==> src/rtl/dma_wordcopy.sv <==
module dma_wordcopy #(
  parameter int AW    = 32,
  parameter int LW    = 16,
  parameter int DEPTH = 4
) (
  input  logic          clk,
  input  logic          rst_n,
  input  logic [2:0]    cfg_addr,
  input  logic          cfg_wr,
  input  logic [31:0]   cfg_wdata,
  input  logic          cfg_rd,
  output logic [31:0]   cfg_rdata,
  output logic [AW-1:0] rm_addr,
  output logic          rm_read,
  input  logic          rm_wait,
  input  logic [31:0]   rm_rdata,
  input  logic          rm_rvalid,
  output logic [AW-1:0] wm_addr,
  output logic          wm_write,
  output logic [31:0]   wm_wdata,
  input  logic          wm_wait,
  output logic          irq
);
  localparam int PW = $clog2(DEPTH);
  localparam int CW = $clog2(DEPTH + 1);
  localparam int NW = LW - 2;
  localparam logic [2:0] A_SRC = 3'd0, A_SLEN = 3'd1, A_DST = 3'd2,
                         A_DLEN = 3'd3, A_CTRL = 3'd4, A_STAT = 3'd5;

  logic [AW-1:0] src_addr, dst_addr, rd_ptr, wr_ptr;
  logic [LW-1:0] src_len, dst_len;
  logic          tx_armed, rx_armed, irq_en, done, busy, rd_pend;
  logic [NW-1:0] rd_left, wr_left;
  logic [31:0]   fifo [DEPTH];
  logic [PW-1:0] head, tail;
  logic [CW-1:0] fcnt;

  logic [LW-1:0] min_len;
  logic bad_len, start, rd_acc, wr_acc, push, pop, rd_issue;

  assign min_len  = (src_len < dst_len) ? src_len : dst_len;
  assign bad_len  = (src_len == '0) | (dst_len == '0) | (|src_len[1:0]) | (|dst_len[1:0]);
  assign start    = tx_armed & rx_armed & ~busy;
  assign rd_acc   = rm_read & ~rm_wait;
  assign wr_acc   = wm_write & ~wm_wait;
  assign push     = rd_pend & rm_rvalid;
  assign pop      = busy & ~wm_write & (fcnt != '0);
  assign rd_issue = busy & ~rm_read & ~rd_pend & (rd_left != '0) & (fcnt < CW'(DEPTH));
  assign rm_addr  = rd_ptr;
  assign wm_addr  = wr_ptr;
  assign irq      = done & irq_en;

  always_ff @(posedge clk or negedge rst_n)
    if (!rst_n) begin
      src_addr <= '0; dst_addr <= '0; src_len <= '0; dst_len <= '0;
      tx_armed <= 1'b0; rx_armed <= 1'b0; irq_en <= 1'b0;
    end else begin
      if (start) begin
        tx_armed <= 1'b0;
        rx_armed <= 1'b0;
      end
      if (cfg_wr)
        case (cfg_addr)
          A_SRC:  src_addr <= AW'(cfg_wdata);
          A_SLEN: src_len  <= LW'(cfg_wdata);
          A_DST:  dst_addr <= AW'(cfg_wdata);
          A_DLEN: dst_len  <= LW'(cfg_wdata);
          A_CTRL: begin
            if (cfg_wdata[0]) tx_armed <= 1'b1;
            if (cfg_wdata[1]) rx_armed <= 1'b1;
            irq_en <= cfg_wdata[2];
          end
          default: ;
        endcase
    end

  always_ff @(posedge clk or negedge rst_n)
    if (!rst_n) begin
      done <= 1'b0; busy <= 1'b0; rd_pend <= 1'b0;
      rd_ptr <= '0; wr_ptr <= '0; rd_left <= '0; wr_left <= '0;
      rm_read <= 1'b0; wm_write <= 1'b0; wm_wdata <= '0;
    end else begin
      if (cfg_wr && cfg_addr == A_STAT && cfg_wdata[0]) done <= 1'b0;
      if (start) begin
        if (bad_len) done <= 1'b1;
        else begin
          busy    <= 1'b1;
          done    <= 1'b0;
          rd_ptr  <= src_addr;
          wr_ptr  <= dst_addr;
          rd_left <= NW'(min_len >> 2);
          wr_left <= NW'(min_len >> 2);
        end
      end
      if (rd_issue) rm_read <= 1'b1;
      if (rd_acc) begin
        rm_read <= 1'b0;
        rd_pend <= 1'b1;
        rd_ptr  <= rd_ptr + AW'(4);
        rd_left <= rd_left - 1'b1;
      end
      if (push) rd_pend <= 1'b0;
      if (pop) begin
        wm_write <= 1'b1;
        wm_wdata <= fifo[head];
      end
      if (wr_acc) begin
        wm_write <= 1'b0;
        wr_ptr   <= wr_ptr + AW'(4);
        wr_left  <= wr_left - 1'b1;
        if (wr_left == NW'(1)) begin
          busy <= 1'b0;
          done <= 1'b1;
        end
      end
    end

  always_ff @(posedge clk or negedge rst_n)
    if (!rst_n) begin
      head <= '0; tail <= '0; fcnt <= '0;
    end else begin
      if (push) tail <= tail + 1'b1;
      if (pop)  head <= head + 1'b1;
      fcnt <= fcnt + CW'(push) - CW'(pop);
    end

  always_ff @(posedge clk)
    if (push) fifo[tail] <= rm_rdata;

  always_comb begin
    cfg_rdata = '0;
    if (cfg_rd)
      case (cfg_addr)
        A_SRC:  cfg_rdata = 32'(src_addr);
        A_SLEN: cfg_rdata = 32'(src_len);
        A_DST:  cfg_rdata = 32'(dst_addr);
        A_DLEN: cfg_rdata = 32'(dst_len);
        A_CTRL: cfg_rdata = {29'd0, irq_en, rx_armed, tx_armed};
        A_STAT: cfg_rdata = {30'd0, busy, done};
        default: ;
      endcase
  end

  a_r7_no_overflow: assert property (@(posedge clk) disable iff (!rst_n)
    push |-> (fcnt < CW'(DEPTH)));
  a_r7_single_read: assert property (@(posedge clk) disable iff (!rst_n)
    rm_read |-> !rd_pend);
  a_r8_read_hold: assert property (@(posedge clk) disable iff (!rst_n)
    (rm_read && rm_wait) |=> (rm_read && $stable(rm_addr)));
  a_r8_write_hold: assert property (@(posedge clk) disable iff (!rst_n)
    (wm_write && wm_wait) |=> (wm_write && $stable(wm_addr) && $stable(wm_wdata)));
  a_r9_busy_excl_done: assert property (@(posedge clk) disable iff (!rst_n)
    busy |-> !done);
  a_r6_idle_quiet: assert property (@(posedge clk) disable iff (!rst_n)
    !busy |-> (!rm_read && !wm_write));
endmodule

==> config.mk <==
export PLATFORM = sky130hd
export DESIGN_NAME = dma_wordcopy
export DESIGN_NICKNAME = d
export VERILOG_FILES = /design/src/rtl/dma_wordcopy.sv
export SDC_FILE = /design/constraint.sdc
export NUM_CORES = 1
export LEC_CHECK = 0
export ABC_CLOCK_PERIOD_IN_PS = 3400
export BUFFER_PORTS_ARGS = -buffer_cell sky130_fd_sc_hd__buf_2
export CAP_MARGIN = 30
export CORE_MARGIN = 3
export CORE_UTILIZATION = 45
export DETAILED_ROUTE_END_ITERATION = 16
export SKIP_LAST_GASP = 1
export SLEW_MARGIN = 20
export SYNTH_ARGS = -nofsm -noshare
export SYNTH_HDL_FRONTEND = slang
export SYNTH_SLANG_ARGS = --single-unit
export TNS_END_PERCENT = 50
==> constraint.sdc <==
create_clock -name clk -period 3.4 [get_ports clk]
set_clock_uncertainty 0.15 [all_clocks]
set_input_delay 0.34 -clock clk [delete_from_list [all_inputs] [get_ports clk]]
set_output_delay 0.34 -clock clk [all_outputs]
set_load 0.01 [all_outputs]
==> out/metrics.csv, run 1 <==
metric,value,unit
synth-xor-area-share,0.269,%
seq_area,9730,um2
clock.fmax,0.315,GHz
first_iter_violations,771,
grt_max_degree,91,
cts_hold_buf,66,
hold_viol,0,
cts_max_level,2,
cts.clk_slew.worst_paths,60,ps
grt_overflow_total,0,
cts_buffers,40,
viasPerCell,5.82,
r2r_setup_slack,220,ps
postRouteAntennaNets,0,
p_per_area,769,nW/um2
arrival,3420,ps
min_period,3180,ps
antenna_found_initial,2,
ys_async_sr_fraction,64.7,%
rsz0062_at_grt,false,
period_share,93.5,%
slew_headroom,45.9,%
syn_area,16300,um2
final_cells,2020,
grt_usage,22.8,%
max_stage_delay,630,ps
synth_top_cells_by_count,"235 x dfrtp_1, 132 x mux2_2, 128 x edfxtp_1, 77 x nand2_1, 67 x nor2_1",
synth_compound_area_share,9.85,%
synth_fa_ha_area_share,2.20,%
r2r-end,rd_left[13],
setup_viol,0,
synth_top_family_by_area,multiplexers,
tightestPinTransition,810,ps
r2r-start,dst_len[13],
synth-main-ff-cell,dfrtp_1,
p_leak,0.00816,uW
cts_sinks,363,
synth.mux.area_fraction,14.5,%
wl_per_cell,21.8,um
drive_gt1_share,30.9,%
clk_path_buf_depth,3,
vias,11700,
dp.cells,1883,
io_buffers,204,
multi_input_area,6150,um2
end_kind,register,
synth.most_common_cell,dfrtp_1,
first_pass_iters,5,
synth_top_cell_by_area,dfrtp_1,
yosysSeqAreaShare,59.8,%
crit_fanout,7,
finalWeightedCongestion,0.933,
ys_warn_count,0,
grt_pass1_vias,11600,
root_buffer,clkbuf_16,
hp-class,in2reg,
yosys-top-cells-area,"dfrtp_1 36%, edfxtp_1 24%, mux2_2 9.1%",
synth_cells,1254,
post_cts_resized,0,
yosys.area_share.simple,10.9,%
cts_setup_buffers,0,
synth_cell_types,64,
synth_edf_count,128,
rr_worst_depth,9,
n_antenna_cell,0,
crit_chain,inv_1 -> ha_1 -> nand4_1 -> nor3_1 -> or4b_2 -> nand4b_2 -> buf_4 -> mux2i_1 -> o221ai_1,
initial_core_util,46.4,%
drcViolationCount,0,
die_h,196,um
wirelength,44000,um
grt_pass1_wl,69000,um
setup_tns,0,ps
hp-start,cfg_wdata[7],
dp_hpwl,30000,um
areaGrowthSynthToFinish,22.2,%
ys_seq_elements,363,
slowest_stage,or4b_2,
layout.nets,1638,
cts_tree,done,
synth_fp_nets,1356,
die_w,196,um
clk-insertion-delay-late,540,ps
placementRows,68,
io_pins,205,
slew_violations,0,
synth_top_area_share,36.2,%
max_cap_violations,0,
critPathKind,reg2reg,
min_to,src_len[7],
crit_required,3640,ps
status,"finished, final reports clean",
design.die.area,38400,um2
core_area,35100,um2
critPathLaunchType,register,
vdd_drop_max,522,uV
hold_depth,2,
syn_area_per_cell,13.0,um2
nFillCells,2961,
## layout make-up
type,instances,share of cell area [%]
clock buffers,59,5.71
well taps,455,2.87
repair buffers,307,10.1
multi-input cells,789,30.9
inverters,35,0.661
clock inverters,12,0.756
flip-flops and latches,363,49.0
## worst max-delay path by stage
stage	startpoint	to	slack (ps)	cells after the start
finish	dst_len[13]	rd_left[13]	220	9
global route	dst_len[13]	rd_left[13]	10	9
global placement	dst_len[13]	rd_left[9]	350	8
floorplan	dst_len[14]	rd_left[9]	620	8
detailed placement	dst_len[13]	rd_left[13]	280	9
CTS	dst_len[13]	rd_left[9]	250	8
## stage by stage
step | util (%) | cell area, um2 | hold slack, ps | setup slack (ps) | power [uW]
global placement | 51.1 | 17900 | 270 | 348 | 10900
finish | 56.7 | 19900 | 43.9 | 222 | 15300
CTS | 56.7 | 19900 | 16.5 | 249 | 15400
global route | 56.7 | 19900 | 29.4 | 11.8 | 16200
detailed placement | 51.1 | 17900 | 267 | 277 | 11000
floorplan | - | 16300 | -106 | 621 | 9340
## per-layer routing
| metal | part of all wire (%) | routed length [um] | track usage [%] |
|---|---|---|---|
| met1 | 44 | 19500 | 32.7 |
| met2 | 46 | 20100 | 35.6 |
| met3 | 7.8 | 3450 | 4.95 |
| met4 | 2.1 | 941 | 6.15 |
| met5 | 0.016 | 7 | 0 |
## flip-flops by register name, indices dropped and copies added, names as in the netlist, 2 cells and up
| signal | count |
|---|---|
| fifo | 128 |
| dst_addr | 32 |
| rm_addr | 32 |
| src_addr | 32 |
| wm_addr | 32 |
| wm_wdata | 32 |
| dst_len | 16 |
| src_len | 16 |
| rd_left | 14 |
| wr_left | 14 |
| fcnt | 3 |
| head | 2 |
| tail | 2 |
## cells by family after synthesis
| logic type | Yosys count |
|---|---|
| AND/OR/NAND/NOR | 342 |
| multiplexers | 179 |
| flip-flops | 363 |
| adder cells (fa/ha/maj) | 28 |
| buffers and inverters | 102 |
| AO/OA/AOI/OAI | 235 |
| XOR/XNOR | 5 |
## critical path: cells and delay by family, from the launching register on
kind,cells,cell delay [ps]
flip-flops,1,440
buffers and inverters,2,290
adder cells (fa/ha/maj),1,290
multiplexers,1,330
AND/OR/NAND/NOR,4,1350
AO/OA/AOI/OAI,1,160
## report_power, final
part | internal (uW) | total [uW] | switching (uW)
clock | 2540 | 4270 | 1730
sequential | 5670 | 6710 | 1040
combinational | 2090 | 4290 | 2210
## cell usage in the layout, fill, tap and decap left out, types with 4 or more instances in the layout
cell	netlist	routed
dfrtp_1	235	234
buf_2	10	203
mux2_2	132	132
edfxtp_1	128	128
nand2_1	77	77
dlygate4sd3_1	0	66
nor2_1	67	65
nand3_1	48	48
a21oi_1	46	46
a22oi_1	43	43
clkbuf_16	0	41
o21ai_0	36	36
inv_1	35	35
buf_4	0	34
o211ai_1	33	33
mux4_2	32	32
nor3_1	29	28
and3_1	28	28
ha_1	27	27
nand4_1	19	19
a211oi_1	17	17
mux2i_1	14	14
or3_1	14	14
clkbuf_1	47	14
o21a_1	11	11
nor4_1	10	10
o311ai_0	10	10
and2_1	9	9
a31oi_1	7	7
or2_2	7	7
o221ai_1	7	7
nand2b_1	6	6
nor2b_1	6	5
or4_1	5	5
a311oi_1	4	4
o31a_1	4	4
clkbuf_8	0	4
No activity file was read; power rests on OpenSTA's default activity.
==> run 2: changes to the inputs <==
--- a/config.mk
+++ b/config.mk
@@ -5,6 +5,7 @@
 export SDC_FILE = /design/constraint.sdc
 export NUM_CORES = 1
 export LEC_CHECK = 0
+export ABC_AREA = 1
 export ABC_CLOCK_PERIOD_IN_PS = 3400
 export BUFFER_PORTS_ARGS = -buffer_cell sky130_fd_sc_hd__buf_2
 export CAP_MARGIN = 30
==> run 2 against run 1 <==
First-iteration DRC count increased by 51%. Final area increased by 5.2%. Maximum frequency increased by 23%. Synthesized area is 6.4% higher. Worst setup slack gained 600 ps. Wire length grew 19%. Non-clock buffer count fell by 8. Critical endpoint is now cfg_rdata[10]. Largest cell class unchanged. Largest power group unchanged.
==> out/metrics.csv, run 2 <==
metric,value,unit,change
rsz0062_at_grt,false,,
grt_pass1_wl,82000,um,+19%
wl_per_cell,18.6,um,-15%
placementRows,71,,+4.4%
dp_hpwl,37200,um,+24%
r2r-start,fcnt[1],,
p_leak,0.00932,uW,+14%
synth-main-ff-cell,dfrtp_1,,
core_area,37800,um2,+7.7%
holdWs,10.9,ps,-33.0 ps
first_iter_violations,1168,,+51%
p_per_area,765,nW/um2,-0.48%
final_common_cell,nand2_1,,
grt_overflow_total,0,,unchanged
root_buffer,clkbuf_16,,
synth_cells,2014,,+61%
max_stage_delay,610,ps,-20 ps
tightestPinTransition,823,ps,+13.6 ps
setup_tns,0,ps,unchanged
min_period,2580,ps,-596 ps
slowest_stage,o21ai_0,,
arrival,2090,ps,-1330 ps
postRouteAntennaNets,0,,unchanged
clock.fmax,0.387,GHz,+23%
critPathKind,in2out,,
period_share,75.9,%,-18 points
largest-register,fifo,,
post_cts_resized,0,,unchanged
synth_cell_types,39,,-39%
nFillCells,3547,,+20%
hp-start,cfg_wdata[9],,
cts_max_level,2,,unchanged
syn_area_per_cell,8.59,um2,-34%
cts_tree,done,,
worst-path-buf-inv,3,,+1
n_antenna_cell,0,,unchanged
seq_area,9730,um2,unchanged
drcViolationCount,0,,unchanged
largest_reg_flops,128,,unchanged
io_buffers,204,,unchanged
ys_warn_count,0,,unchanged
multi_input_area,6540,um2,+6.4%
grt_max_degree,96,,+5.5%
synth_top_area_share,34.0,%,-2.2 points
vdd_drop_max,618,uV,+19%
cts.clk_slew.worst_paths,60,ps,about the same
wirelength,52300,um,+19%
cts_buffers,40,,unchanged
hold_viol,0,,unchanged
die_h,202,um,+3.1%
end_kind,output port,,
crit_required,2910,ps,-730 ps
slew_headroom,45.1,%,-0.80 points
antenna_found_initial,1,,-1
first_pass_iters,6,,+1
final_cell_mix,"461 x nand2_1, 312 x nor2_1, 234 x dfrtp_1, 203 x buf_2, 196 x o21ai_0",,
viasPerCell,5.31,,-8.7%
clk-insertion-delay-late,580,ps,+40 ps
yosys-top-cells-area,"dfrtp_1 34%, edfxtp_1 22%, nand2_1 10%",,
cts_sinks,363,,unchanged
grt_usage,25.4,%,+2.6 points
ys_async_sr_fraction,64.7,%,unchanged
drive_gt1_share,13.9,%,-17 points
yosysSeqAreaShare,56.2,%,-3.6 points
synth_top_cell_by_area,dfrtp_1,,
vias,14900,,+27%
finalWeightedCongestion,0.895,,-4.1%
clk_path_buf_depth,3,,unchanged
die_w,202,um,+3.1%
critPathTopFamily,compound AO/OA/AOI/OAI gates,,
power.total,16000,uW,+4.7%
status,"finished, final reports clean",,
setup_viol,0,,unchanged
syn_area,17300,um2,+6.4%
hp-class,in2reg,,
crit_fanout,15,,+8
crit_chain,buf_2 -> inv_1 -> nor2_1 -> nand2_1 -> o21ai_0 -> a221oi_1 -> nor2_1 -> buf_2,,
initial_core_util,45.8,%,-0.55 points
layout.nets,2375,,+45%
max_cap_violations,0,,unchanged
slew_violations,0,,unchanged
grt_pass1_vias,14500,,+25%
synth_edf_count,128,,unchanged
io_pins,205,,unchanged
ys_seq_elements,363,,unchanged
design.die.area,40800,um2,+6.2%
crit_start,cfg_addr[0],,
synth_fp_nets,2116,,+56%
synth.most_common_cell,nand2_1,,
areaGrowthSynthToFinish,20.8,%,
synth_top_cells_by_count,"463 x nand2_1, 316 x nor2_1, 235 x dfrtp_1, 196 x o21ai_0, 186 x inv_1",,
critPathLaunchType,input port,,
[run 2: cell count changes in the layout (fill, tap and decap cells not counted), sizes merged, moves of 32 or more]
cell / change
nand3: +89
a22oi: -43
nor2: +253
o21ai: +160
inv: +153
nand2: +386
mux4: -32
mux2: -133
[run 2: cells by family (layout without fill, tap and decap cells)]
family	count (synthesis)	count (layout)	synth area share [%]
AO/OA/AOI/OAI	332	332	10.8
XOR/XNOR	16	16	0.810
adder cells (fa/ha/maj)	28	28	2.07
buffers and inverters	272	562	6.11
flip-flops	363	363	56.2
AND/OR/NAND/NOR	1003	1003	23.9
[run 2: per-stage QoR]
stage | util, % | setup WS (ps) | instance area [um2] | instances
after floorplan | - | 810 | 17300 | 2014
after global placement | 50.2 | 879 | 19000 | 2680
after detailed placement | 50.2 | 889 | 19000 | 2680
after CTS | 55.3 | 854 | 20900 | 2815
after global routing | 55.3 | 580 | 20900 | 2815
final | 55.3 | 818 | 20900 | 2815
[run 2: metal layers]
metal	share of wire [%]	vias to the layer above	GRT usage, %
met4	2.4	2	7.23
met3	6.0	81	3.95
met1	44	7173	34.9
li1	-	7223	-
met2	48	465	42.3
met5	0.017	-	0
[run 2: what timing repair did]
item	in CTS	in global routing
buffers inserted	0	0
endpoints found under the hold margin	294	0
hold buffers	62	0
[run 2: final cells by class]
type                    count  share of cell area, %
flip-flops and latches    363                   46.6
clock inverters            18                  0.934
repair buffers            299                   9.39
clock buffers              55                   5.35
multi-input cells        1379                   31.3
inverters                 190                   3.41
well taps                 511                   3.06
[run 2: final timing paths]
| check | slack (ps) | to | cells past startpoint |
|---|---|---|---|
| worst min-delay path | 10 | dst_addr[9] | 3 |
| min in group asynchronous | 290 | wm_addr[21] | 2 |
| max in group asynchronous | 1990 | head[0] | 3 |
| worst min register to register | 340 | dst_addr[1] | 2 |
| worst max register to register | 850 | fcnt[2] | 7 |
| worst max-delay path | 820 | cfg_rdata[10] | 8 |
[run 2: worst register-to-register path: cells and delay by family (launching register included)]
kind            cells  cell delay (ps)
fa+ha+maj           3              850
compound gates      1              710
flops               1              400
xor+xnor            1              170
buf+inv             2              120
[run 2: power breakdown]
part	total [uW]	leakage, uW	switching [uW]	internal, uW
combinational	4880	0.00456	3120	1760
clock	4350	0.000649	1800	2550
sequential	6760	0.00411	1070	5690
total	16000	0.00932	6000	9990
